$ cat src/rtl/gpio_bank_pkg.sv
package gpio_bank_pkg;

    localparam int ADDR_W = 3;

    typedef enum logic [ADDR_W-1:0] {
        SEL_DIR = 3'd0,
        SEL_OUT = 3'd1,
        SEL_IN  = 3'd2,
        SEL_SET = 3'd3,
        SEL_CLR = 3'd4,
        SEL_TGL = 3'd5
    } reg_sel_e;

    typedef struct packed {
        logic dir_we;
        logic out_we;
        logic set_we;
        logic clr_we;
        logic tgl_we;
    } wr_cmd_t;

    function automatic wr_cmd_t decode_write(input logic [ADDR_W-1:0] addr,
                                             input logic we);
        wr_cmd_t c;
        c.dir_we = we && (addr == SEL_DIR);
        c.out_we = we && (addr == SEL_OUT);
        c.set_we = we && (addr == SEL_SET);
        c.clr_we = we && (addr == SEL_CLR);
        c.tgl_we = we && (addr == SEL_TGL);
        return c;
    endfunction

    function automatic logic any_write(input wr_cmd_t c);
        return c.dir_we | c.out_we | c.set_we | c.clr_we | c.tgl_we;
    endfunction

endpackage

$ cat src/rtl/gpio_bank_sync.sv
module gpio_bank_sync #(
    parameter int PIN_W = 32
) (
    input  logic             clk,
    input  logic             rst,
    input  logic [PIN_W-1:0] pad_in,
    output logic [PIN_W-1:0] in_q
);
    logic [PIN_W-1:0] meta_q;
    logic [PIN_W-1:0] safe_q;

    always_ff @(posedge clk) begin
        if (rst) begin
            meta_q <= '0;
            safe_q <= '0;
            in_q   <= '0;
        end else begin
            meta_q <= pad_in;
            safe_q <= meta_q;
            in_q   <= safe_q;
        end
    end
endmodule

$ cat src/rtl/gpio_bank_ctl.sv
module gpio_bank_ctl
    import gpio_bank_pkg::*;
#(
    parameter int PIN_W = 32
) (
    input  logic             clk,
    input  logic             rst,
    input  wr_cmd_t          cmd,
    input  logic [PIN_W-1:0] wdata,
    output logic [PIN_W-1:0] dir_q,
    output logic [PIN_W-1:0] out_q
);
    logic [PIN_W-1:0] out_d;

    for (genvar b = 0; b < PIN_W; b++) begin : g_bit
        always_comb begin
            out_d[b] = out_q[b];
            if (cmd.out_we)                  out_d[b] = wdata[b];
            else if (cmd.set_we && wdata[b]) out_d[b] = 1'b1;
            else if (cmd.clr_we && wdata[b]) out_d[b] = 1'b0;
            else if (cmd.tgl_we && wdata[b]) out_d[b] = ~out_q[b];
        end
    end

    always_ff @(posedge clk) begin
        if (rst) begin
            dir_q <= '0;
            out_q <= '0;
        end else begin
            if (cmd.dir_we) dir_q <= wdata;
            out_q <= out_d;
        end
    end

    p_dir_load_r2: assert property (@(posedge clk) disable iff (rst)
        cmd.dir_we |=> (dir_q == $past(wdata)));

    p_set_mask_r4: assert property (@(posedge clk) disable iff (rst)
        cmd.set_we |=> (((out_q & $past(wdata)) == $past(wdata)) &&
                        ((out_q & ~$past(wdata)) == ($past(out_q) & ~$past(wdata)))));

    p_clr_mask_r5: assert property (@(posedge clk) disable iff (rst)
        cmd.clr_we |=> (((out_q & $past(wdata)) == '0) &&
                        ((out_q & ~$past(wdata)) == ($past(out_q) & ~$past(wdata)))));

    p_tgl_mask_r6: assert property (@(posedge clk) disable iff (rst)
        cmd.tgl_we |=> (out_q == ($past(out_q) ^ $past(wdata))));

    p_idle_hold_r7: assert property (@(posedge clk) disable iff (rst)
        !any_write(cmd) |=> ($stable(out_q) && $stable(dir_q)));
endmodule

$ cat src/rtl/gpio_bank_rdmux.sv
module gpio_bank_rdmux
    import gpio_bank_pkg::*;
#(
    parameter int PIN_W = 32
) (
    input  logic              clk,
    input  logic              rst,
    input  logic [ADDR_W-1:0] addr,
    input  logic [PIN_W-1:0]  dir_q,
    input  logic [PIN_W-1:0]  out_q,
    input  logic [PIN_W-1:0]  in_q,
    output logic [PIN_W-1:0]  rdata
);
    always_comb begin
        case (addr)
            SEL_DIR: rdata = dir_q;
            SEL_OUT: rdata = out_q;
            SEL_IN:  rdata = in_q;
            default: rdata = '0;
        endcase
    end

    p_wo_reads_zero_r7: assert property (@(posedge clk) disable iff (rst)
        (addr > SEL_IN) |-> (rdata == '0));
endmodule

$ cat src/rtl/gpio_bank.sv
module gpio_bank
    import gpio_bank_pkg::*;
#(
    parameter int PIN_W = 32
) (
    input  logic              clk,
    input  logic              rst,
    input  logic [ADDR_W-1:0] bus_addr,
    input  logic              bus_we,
    input  logic [PIN_W-1:0]  bus_wdata,
    output logic [PIN_W-1:0]  bus_rdata,
    input  logic [PIN_W-1:0]  pad_in,
    output logic [PIN_W-1:0]  pad_out,
    output logic [PIN_W-1:0]  pad_oe
);
    wr_cmd_t          cmd;
    logic [PIN_W-1:0] dir_q;
    logic [PIN_W-1:0] out_q;
    logic [PIN_W-1:0] in_q;

    assign cmd = decode_write(bus_addr, bus_we);

    gpio_bank_ctl #(.PIN_W(PIN_W)) u_ctl (
        .clk(clk), .rst(rst), .cmd(cmd), .wdata(bus_wdata),
        .dir_q(dir_q), .out_q(out_q)
    );

    gpio_bank_sync #(.PIN_W(PIN_W)) u_sync (
        .clk(clk), .rst(rst), .pad_in(pad_in), .in_q(in_q)
    );

    gpio_bank_rdmux #(.PIN_W(PIN_W)) u_rd (
        .clk(clk), .rst(rst), .addr(bus_addr), .dir_q(dir_q),
        .out_q(out_q), .in_q(in_q), .rdata(bus_rdata)
    );

    assign pad_oe  = dir_q;
    assign pad_out = out_q;

    p_cmd_onehot_r7: assert property (@(posedge clk) disable iff (rst)
        $onehot0(cmd));

    p_reset_quiet_r1: assert property (@(posedge clk)
        rst |=> ((pad_oe == '0) && (pad_out == '0)));

    p_ro_write_hold_r7: assert property (@(posedge clk) disable iff (rst)
        (bus_we && (bus_addr == SEL_IN)) |=> ($stable(pad_oe) && $stable(pad_out)));
endmodule

$ cat config.mk
export PLATFORM = sky130hd
export DESIGN_NAME = gpio_bank
export DESIGN_NICKNAME = d
export VERILOG_FILES = /design/src/rtl/gpio_bank_pkg.sv /design/src/rtl/gpio_bank_sync.sv /design/src/rtl/gpio_bank_ctl.sv /design/src/rtl/gpio_bank_rdmux.sv /design/src/rtl/gpio_bank.sv
export SDC_FILE = /design/constraint.sdc
export NUM_CORES = 1
export LEC_CHECK = 0
export ABC_CLOCK_PERIOD_IN_PS = 1500
export BUFFER_PORTS_ARGS = -buffer_cell sky130_fd_sc_hd__buf_2
export CORE_MARGIN = 1.5
export CORE_UTILIZATION = 52
export CTS_CLUSTER_DIAMETER = 60
export CTS_CLUSTER_SIZE = 12
export DETAILED_ROUTE_END_ITERATION = 8
export HOLD_SLACK_MARGIN = 0.08
export PLACE_DENSITY_LB_ADDON = 0.2
export SETUP_SLACK_MARGIN = 0.15
export SYNTH_ARGS = -nofsm -noshare
export SYNTH_HDL_FRONTEND = slang
export SYNTH_SLANG_ARGS = --single-unit
export TNS_END_PERCENT = 10
$ cat constraint.sdc
create_clock -name clk -period 1.5 [get_ports clk]
set_clock_uncertainty 0.15 [all_clocks]
set_input_delay 0.075 -clock clk [delete_from_list [all_inputs] [get_ports clk]]
set_output_delay 0.075 -clock clk [all_outputs]
set_load 0.02 [all_outputs]
### Yosys cells after proc, flatten, opt, wreduce, memory -nomap -nowiden

Cells that the tools add are included.

| storage, ports and cells | value |
|---|---|
| flip-flop bits (word level) | 160 |
| input port bits | 70 |
| word-level logic and storage cells | 336 |

| cells by class | value |
|---|---|
| eq/ne operators | 5 |
| multiplexer cells | 129 |
| bitwise logic cells | 32 |
| reduce and logical (&&, ||, !) cells | 134 |

Operators by type and width:

| kind | count |
|---|---|
| 1-bit two-way mux | 128 |
| 4-bit nonzero test | 32 |
| 1-bit logical AND | 101 |
| 32-bit one-hot mux with 3 select lines | 1 |
| 1-bit NOT | 32 |
| 3-bit by 2-bit == test with 1-bit output, second input constant | 2 |
| 3-bit == test, second input constant | 2 |
| 3-bit by 1-bit == test with 1-bit output, second input constant | 1 |
| 3-bit zero test | 1 |

### Longest topological paths before layout

Gate-level depths: netlist (run 1).

| logic depth | value |
|---|---|
| word-level depth | 7 |
| depth in mapped cells | 6 |
| gate-level depth less buffers | 3 |

### Cells and area by module

A second synthesis (run 1) with hierarchy kept.

| second synthesis, totals | value |
|---|---|
| cells, all modules | 678 |
| area, all modules | 7330.8 um^2 |

By module, submodules not included:

| module | times used | cells each | area an instance (um^2) |
|---|---|---|---|
| gpio_bank_ctl | 1 | 323 | 3408.3 |
| gpio_bank_sync | 1 | 202 | 2600.0 |
| gpio_bank_rdmux | 1 | 148 | 1260.0 |
| gpio_bank | 1 | 5 | 62.6 |

### Worst setup path after synthesis (run 1)

OpenSTA, ideal clock, no wires.

| timing path | value |
|---|---|
| path type | input -> register |
| start point | in bus_addr[0] |
| end point | reg u_ctl.dir_q[10] |
| library setup time | 0.132 ns |
| arrival | 1.029 ns |
| path slack | 0.188 ns |
| stages on the path | 6 |
| path through | buf_6 > or4b_1 > buf_2 > buf_6 > nand2_1 > a21oi_1 |

| between the ends | value |
|---|---|
| longest elaborated chain between the ends | 2 |

Ends and longest elaborated chain:

| what | line | RTL |
|---|---|---|
| start, declared | gpio_bank.sv:8 | `input logic [ADDR_W-1:0] bus_addr,` |
| 3-bit zero test | gpio_bank_pkg.sv:25 | `c.dir_we = we && (addr == SEL_DIR);` |
| 1-bit logical AND | gpio_bank_pkg.sv:25 |  |
| end signal, assigned | gpio_bank_ctl.sv:30 | `if (cmd.dir_we) dir_q <= wdata;` |
| end, declared | gpio_bank_ctl.sv:10 | `output logic [PIN_W-1:0] dir_q,` |

Every way passes these cells.
A chain may end at the register's enable or synchronous reset.

### Worst setup path in the final report (run 1)

| timing path | value |
|---|---|
| start point | reg u_ctl.out_q[10] |
| end point | out bus_rdata[10] |

| between the ends | value |
|---|---|
| longest elaborated chain between the ends | 1 |

Ends and longest elaborated chain:

| what | line | RTL |
|---|---|---|
| start, declared | gpio_bank_ctl.sv:11 | `output logic [PIN_W-1:0] out_q` |
| start signal, assigned | gpio_bank_ctl.sv:31 | `out_q <= out_d;` |
| 32-bit one-hot mux with 3 select lines | gpio_bank_rdmux.sv:15 | `case (addr)` |
| end, declared | gpio_bank.sv:11 | `output logic [PIN_W-1:0] bus_rdata,` |

Every way passes these cells.

==> results of run 1 <==
state kept, by name, summed over array words and instances, names as in the netlist:
register,count
u_sync.safe_q,32
u_sync.in_q,32
u_ctl.dir_q,32
u_ctl.out_q,32
u_sync.meta_q,32
where the power goes:
| part | internal (W) | switching, W | leakage (nW) |
|---|---|---|---|
| clock network | 0.00269 | 0.00165 | 0.281 |
| logic | 0.000557 | 0.000619 | 2.19 |
| registers | 0.00442 | 0.000101 | 1.33 |
area by class of cell:
class / instances / share of cell area, %
flip-flops and latches: 160 / 36.3
multi-input cells: 454 / 31.5
repair buffers: 290 / 23.6
clock buffers: 21 / 5.11
well taps: 143 / 1.99
clock inverters: 9 / 1.50
inverters: 1 / 0.0417
timing repair:
| item | 4_1_cts | 5_1_grt |
|---|---|---|
| pin swaps | 4 | 2 |
| gates resized for setup | 72 | 43 |
| setup buffers | 7 | 3 |
| hold buffers | 89 | 0 |
| endpoints found under the setup margin | 32 | 104 |
| hold endpoints to repair | 111 | 0 |
per-stage QoR:
| step | hold WS, ns | TNS, ns |
|---|---|---|
| after floorplan | 0.0532 | 0 |
| after global placement | 0.139 | 0 |
| after detailed placement | 0.140 | -0.0167 |
| after CTS | 0.0982 | -5.27 |
| after global routing | 0.123 | -5.44 |
| final | 0.0985 | -4.07 |
kinds of logic after synthesis:
logic type | synth area share, %
flops | 52.4
mux | 5.89
buf+inv | 4.21
simple gates | 20.5
compound gates | 17.0
critical path: stages (launching register included):
cell     delay [ns]
dfxtp_2        0.34
mux2_4         0.28
a22oi_2        0.18
nor2_1         0.06
buf_4          0.17
worst paths after layout:
path,start,to,slack [ns],depth (start not counted)
max,u_ctl.out_q[10],bus_rdata[10],-0.18,4
min,rst,u_sync.safe_q[28],0.1,3
max reg2reg,u_sync.meta_q[12],u_sync.safe_q[12],0.24,2
min reg2reg,u_sync.safe_q[11],u_sync.in_q[11],0.28,1
routing by layer:
metal | vias up | routed length (µm)
li1 | 2809 | -
met1 | 2814 | 7870
met2 | 300 | 9330
met3 | 51 | 1390
met4 | 0 | 605
met5 | - | 0
cells in the mapped netlist:
cell type    n
nand2b_1     1
nor2_1      32
or4b_1       1
nand2_1    128
nand4bb_1    1
clkbuf_1    29
nor4b_2      1
a221oi_1    32
buf_2       17
a21oi_1     32
buf_6        4
o21ai_0     32
mux2_2      32
a22oi_1     32
dfxtp_1    160
and2_1       1
o22ai_1     32
nor2b_1     97
inv_2        1
buf_1        4
==> flow_summary_export.csv, run 1 <==
group,metric,value,unit
logic_synthesis,synth_cell_type_count,20,
floorplan,num_rows,39,
logic_synthesis,synth_area_leaders,"dfxtp_1 52%, nor2b_1 9.9%, nand2_1 7.9%",
critical_path,critPathArrivalTime,1.46,ns
timing,slew_headroom,38.8,%
timing,setup_viol,32,
floorplan,design.core.area,11500,µm²
logic_synthesis,yosysSeqAreaShare,52.4,%
place,dp_cells,949,
clock_network,root_buffer,"clkbuf_16",
place,postPlaceCellArea,7130,µm²
final_layout,fill_cells,740,
detailed_routing,vias,5974,
logic_synthesis,synth_top_area_cell,"dfxtp_1",
logic_synthesis,syn_area,6120,µm²
power,cellPowerDensity,1110,nW/µm²
logic_synthesis,syn_inst,669,
outcome,violations,"setup timing",
final_layout,postLayoutCellArea,9000,µm²
detailed_routing,first_iter_violations,588,
logic_synthesis,synth.top_cell.area_share,52.4,%
floorplan,io-pin-count,166,
grt,grt_pass1_wl,29600,µm
logic_synthesis,ys_warn_count,0,
critical_path,crit_path_end_kind,"output pin",
floorplan,die_h,111,µm
power,p_total,0.0100,W
final_layout,postLayoutCoreUtil,78.5,%
final_layout,multi_input_area,2830,µm²
timing,fin_crit_sh,112,%
outcome,status,"complete, but fails checks",
place,place_congestion,0.863,
logic_synthesis,synth_seq_cells,160,
final_layout,drive_gt1_share,35.1,%
job,maxCapViolations,0,
detailed_routing,post-route-drc-count,0,
grt,grt_start_max_net_pins,65,
power,ir_worst_vdd,0.773,mV
timing,worst_slew_pin_slew,0.918,ns
final_layout,fin_cells,1078,
place,dpl_worst_slack,-0.0167,ns
clock_network,cts_buffer_depth,2,
grt,grt.met2_usage,50.2,%
detailed_routing,drt_first_pass_iters,5,
critical_path,critPathMaxFanout,5,
place,dpl.hpwl,11100,µm
grt,antenna_found_initial,0,
clock_network,h-tree-depth,4,
clock_network,cts_sinks,160,
clock_network,cts_tree,"yes",
detailed_routing,routed_wl,19200,µm
grt,met1_usage,37.5,%
logic_synthesis,avgSynthCellArea,9.15,µm²
floorplan,die-width,111,µm
final_layout,layout_commonest_cell,"buf_2",
grt,busiest_layer,"met2",
logic_synthesis,syn_nets,739,
critical_path,path_class,"flip-flop to output pin",
clock_network,numCtsBuffers,17,
clock_network,clock_latency,0.42,ns
critical_path,required,1.27,ns
grt,grt_overflow_total,0,
detailed_routing,drt-vias-per-instance,5.54,
detailed_routing,ant_nets,0,
power,p_leak,3.80,nW
place,io_buffers,165,
final_layout,mostFrequentLayoutCells,"141 x buf_2, 128 x nand2_1, 120 x dfxtp_1, 96 x nor2b_1, 85 x dlygate4sd3_1",
final_layout,regArea,3270,µm²
timing,fin_ws,-0.183,ns
final_layout,nNetsFinal,994,
timing,rsz0062_at_grt,"yes",
hold_path,hp-class,"primary input to flip-flop",
detailed_routing,wl_per_cell,17.8,µm
timing,final_max_slew_viol_count,0,
grt,grt_pass1_vias,5778,
floorplan,start_util,53.4,%
grt,grtUsageMet3,6.31,%
critical_path,cp-start-kind,"flip-flop",
timing,max_freq,594,MHz
timing,post-route-min-period,1.68,ns
clock_network,clkTransAtPathRegs,0.06,ns
final_layout,n_antenna_cell,0,
grt,grt_use_total,29.8,%
timing,hold_viol,0,
floorplan,die_area,12400,µm²
final_layout,area_growth,47.2,%
Note: power is estimated with default switching activity, not from simulation.
==> inputs of run 2 (changes only) <==
--- a/config.mk
+++ b/config.mk
@@ -5,10 +5,10 @@
 export SDC_FILE = /design/constraint.sdc
 export NUM_CORES = 1
 export LEC_CHECK = 0
-export ABC_CLOCK_PERIOD_IN_PS = 1500
+export ABC_CLOCK_PERIOD_IN_PS = 2120
 export BUFFER_PORTS_ARGS = -buffer_cell sky130_fd_sc_hd__buf_2
 export CORE_MARGIN = 1.5
-export CORE_UTILIZATION = 52
+export CORE_UTILIZATION = 56
 export CTS_CLUSTER_DIAMETER = 60
 export CTS_CLUSTER_SIZE = 12
 export DETAILED_ROUTE_END_ITERATION = 8
==> constraint.sdc (replaced) <==
create_clock -name clk -period 2.12 [get_ports clk]
set_clock_uncertainty 0.15 [all_clocks]
set_input_delay 0.106 -clock clk [delete_from_list [all_inputs] [get_ports clk]]
set_output_delay 0.106 -clock clk [all_outputs]
set_load 0.02 [all_outputs]
==> flow_summary_export.csv, run 2 (synthesis gave the netlist of run 1 again) <==
group,metric,value,unit
timing,hold_slack,0.127,ns
timing,setup_viol,0,
timing,fin_crit_sh,88.9,%
critical_path,critPathArrivalTime,1.63,ns
clock_network,cts-resized-gates,0,
critical_path,critPathMaxStageDelay,0.37,ns
final_layout,n_antenna_cell,0,
detailed_routing,drt_first_pass_iters,6,
critical_path,crit_path_end_kind,"output pin",
detailed_routing,first_iter_violations,481,
floorplan,design.core.area,10500,µm²
grt,grt_start_max_net_pins,60,
timing,max_freq,530,MHz
detailed_routing,routed_wl,18400,µm
floorplan,die_h,108,µm
timing,worst_slew_pin_slew,0.503,ns
floorplan,start_util,58.5,%
place,place_congestion,0.850,
grt,grt_pass1_wl,28600,µm
final_layout,postLayoutCellArea,9010,µm²
detailed_routing,vias,6117,
critical_path,path_buf_inv,1,
hold_path,hp-class,"primary input to flip-flop",
floorplan,die-width,108,µm
detailed_routing,drt-vias-per-instance,5.57,
clock_network,clkTransAtPathRegs,0.07,ns
critical_path,path_class,"flip-flop to output pin",
place,dpl.hpwl,10400,µm
detailed_routing,wl_per_cell,16.8,µm
critical_path,cp-start-kind,"flip-flop",
critical_path,critPathMaxFanout,6,
grt,antenna_found_initial,0,
final_layout,mostFrequentLayoutCells,"164 x buf_2, 160 x dfxtp_1, 131 x dlygate4sd3_1, 128 x nand2_1, 96 x nor2b_1",
floorplan,io-pin-count,166,
floorplan,die_area,11600,µm²
timing,final_max_slew_viol_count,0,
grt,grt_pass1_vias,5847,
detailed_routing,ant_nets,0,
timing,hold_viol,0,
place,postPlaceCellArea,7100,µm²
job,maxCapViolations,0,
timing,tns,0,ns
clock_network,cts_sinks,160,
final_layout,drive_gt1_share,26.1,%
timing,rsz0062_at_grt,"no",
clock_network,cts_buffer_depth,2,
final_layout,layout_commonest_cell,"buf_2",
grt,grt_use_total,31.9,%
power,p_leak,3.76,nW
power,cellPowerDensity,785,nW/µm²
final_layout,area_growth,47.2,%
timing,post-route-min-period,1.89,ns
clock_network,clock_latency,0.52,ns
clock_network,numCtsBuffers,17,
place,io_buffers,165,
final_layout,nNetsFinal,1020,
critical_path,required,1.86,ns
clock_network,h-tree-depth,4,
critical_path,crit_family,"flip-flops",
critical_path,cp_slowest_cell,"dfxtp_1",
timing,slew_headroom,66.5,%
critical_path,crit_chain,"mux2_2 > a22oi_1 > nor2_1 > buf_2",
clock_network,cts_tree,"yes",
clock_network,root_buffer,"clkbuf_8",
power,ir_worst_vdd,0.614,mV
outcome,status,"finished, final reports clean",
floorplan,num_rows,37,
detailed_routing,post-route-drc-count,0,
grt,grt_overflow_total,0,
## run 2: cell count changes in the layout (fill, tap and decap cells not counted), sizes merged
cell / change
dlygate4sd3: +46
inv: +6
buf: -16
dlymetal6s4s: -4
clkinv: +2
clkinvlp: -3
clkbuf: -3
## run 2: stage by stage
step / instances / utilization, % / setup slack (ns) / power, W
2_1_floorplan: 669 / - / 0.777 / 0.00363
3_3_place_gp: 936 / 67.9 / 0.401 / 0.00386
3_5_place_dp: 936 / 67.9 / 0.280 / 0.00388
4_1_cts: 1099 / 86.1 / 0.231 / 0.00705
5_1_grt: 1099 / 86.1 / 0.162 / 0.00729
6_report: 1099 / 86.1 / 0.234 / 0.00707
## run 2: routing by layer
| metal | track usage [%] | vias up | share of wire, % |
|---|---|---|---|
| met2 | 53.3 | 340 | 49 |
| met1 | 39.9 | 2851 | 40 |
| li1 | - | 2864 | - |
| met5 | 0 | - | 0 |
| met3 | 6.96 | 62 | 8.0 |
| met4 | 13.4 | 0 | 3.2 |
## run 2: final cells by class
cell class	instances	area [µm²]
flip-flops and latches	160	3200
repair buffers	316	2360
well taps	136	170
clock buffers	18	418
fillers	572	1460
clock inverters	14	178
inverters	1	3.75
multi-input cells	454	2670
## run 2: worst reg2reg max path, stage by stage (launching register included)
cell           delay (ns)
dfxtp_1              0.35
nand2_1              0.08
a21oi_1              0.16
dlygate4sd3_1        0.56
## run 2: worst paths after layout
kind	slack [ns]	from	depth (start not counted)	end
worst max-delay path	0.23	u_ctl.out_q[23]	4	bus_rdata[23]
worst min-delay path	0.13	bus_we	5	u_ctl.out_q[9]
worst max register to register	0.76	u_ctl.dir_q[1]	3	u_ctl.dir_q[1]
worst min register to register	0.29	u_sync.safe_q[9]	1	u_sync.in_q[9]
## run 2: report_power, final
group	switching (W)	internal [W]
combinational	0.000413	0.000391
sequential	0.0000741	0.00312
clock	0.00125	0.00182
total	0.00174	0.00533
## run 2: repair_timing
item,CTS,global route
setup buffers,0,0
hold buffers,131,0
endpoints found under the hold margin,156,0
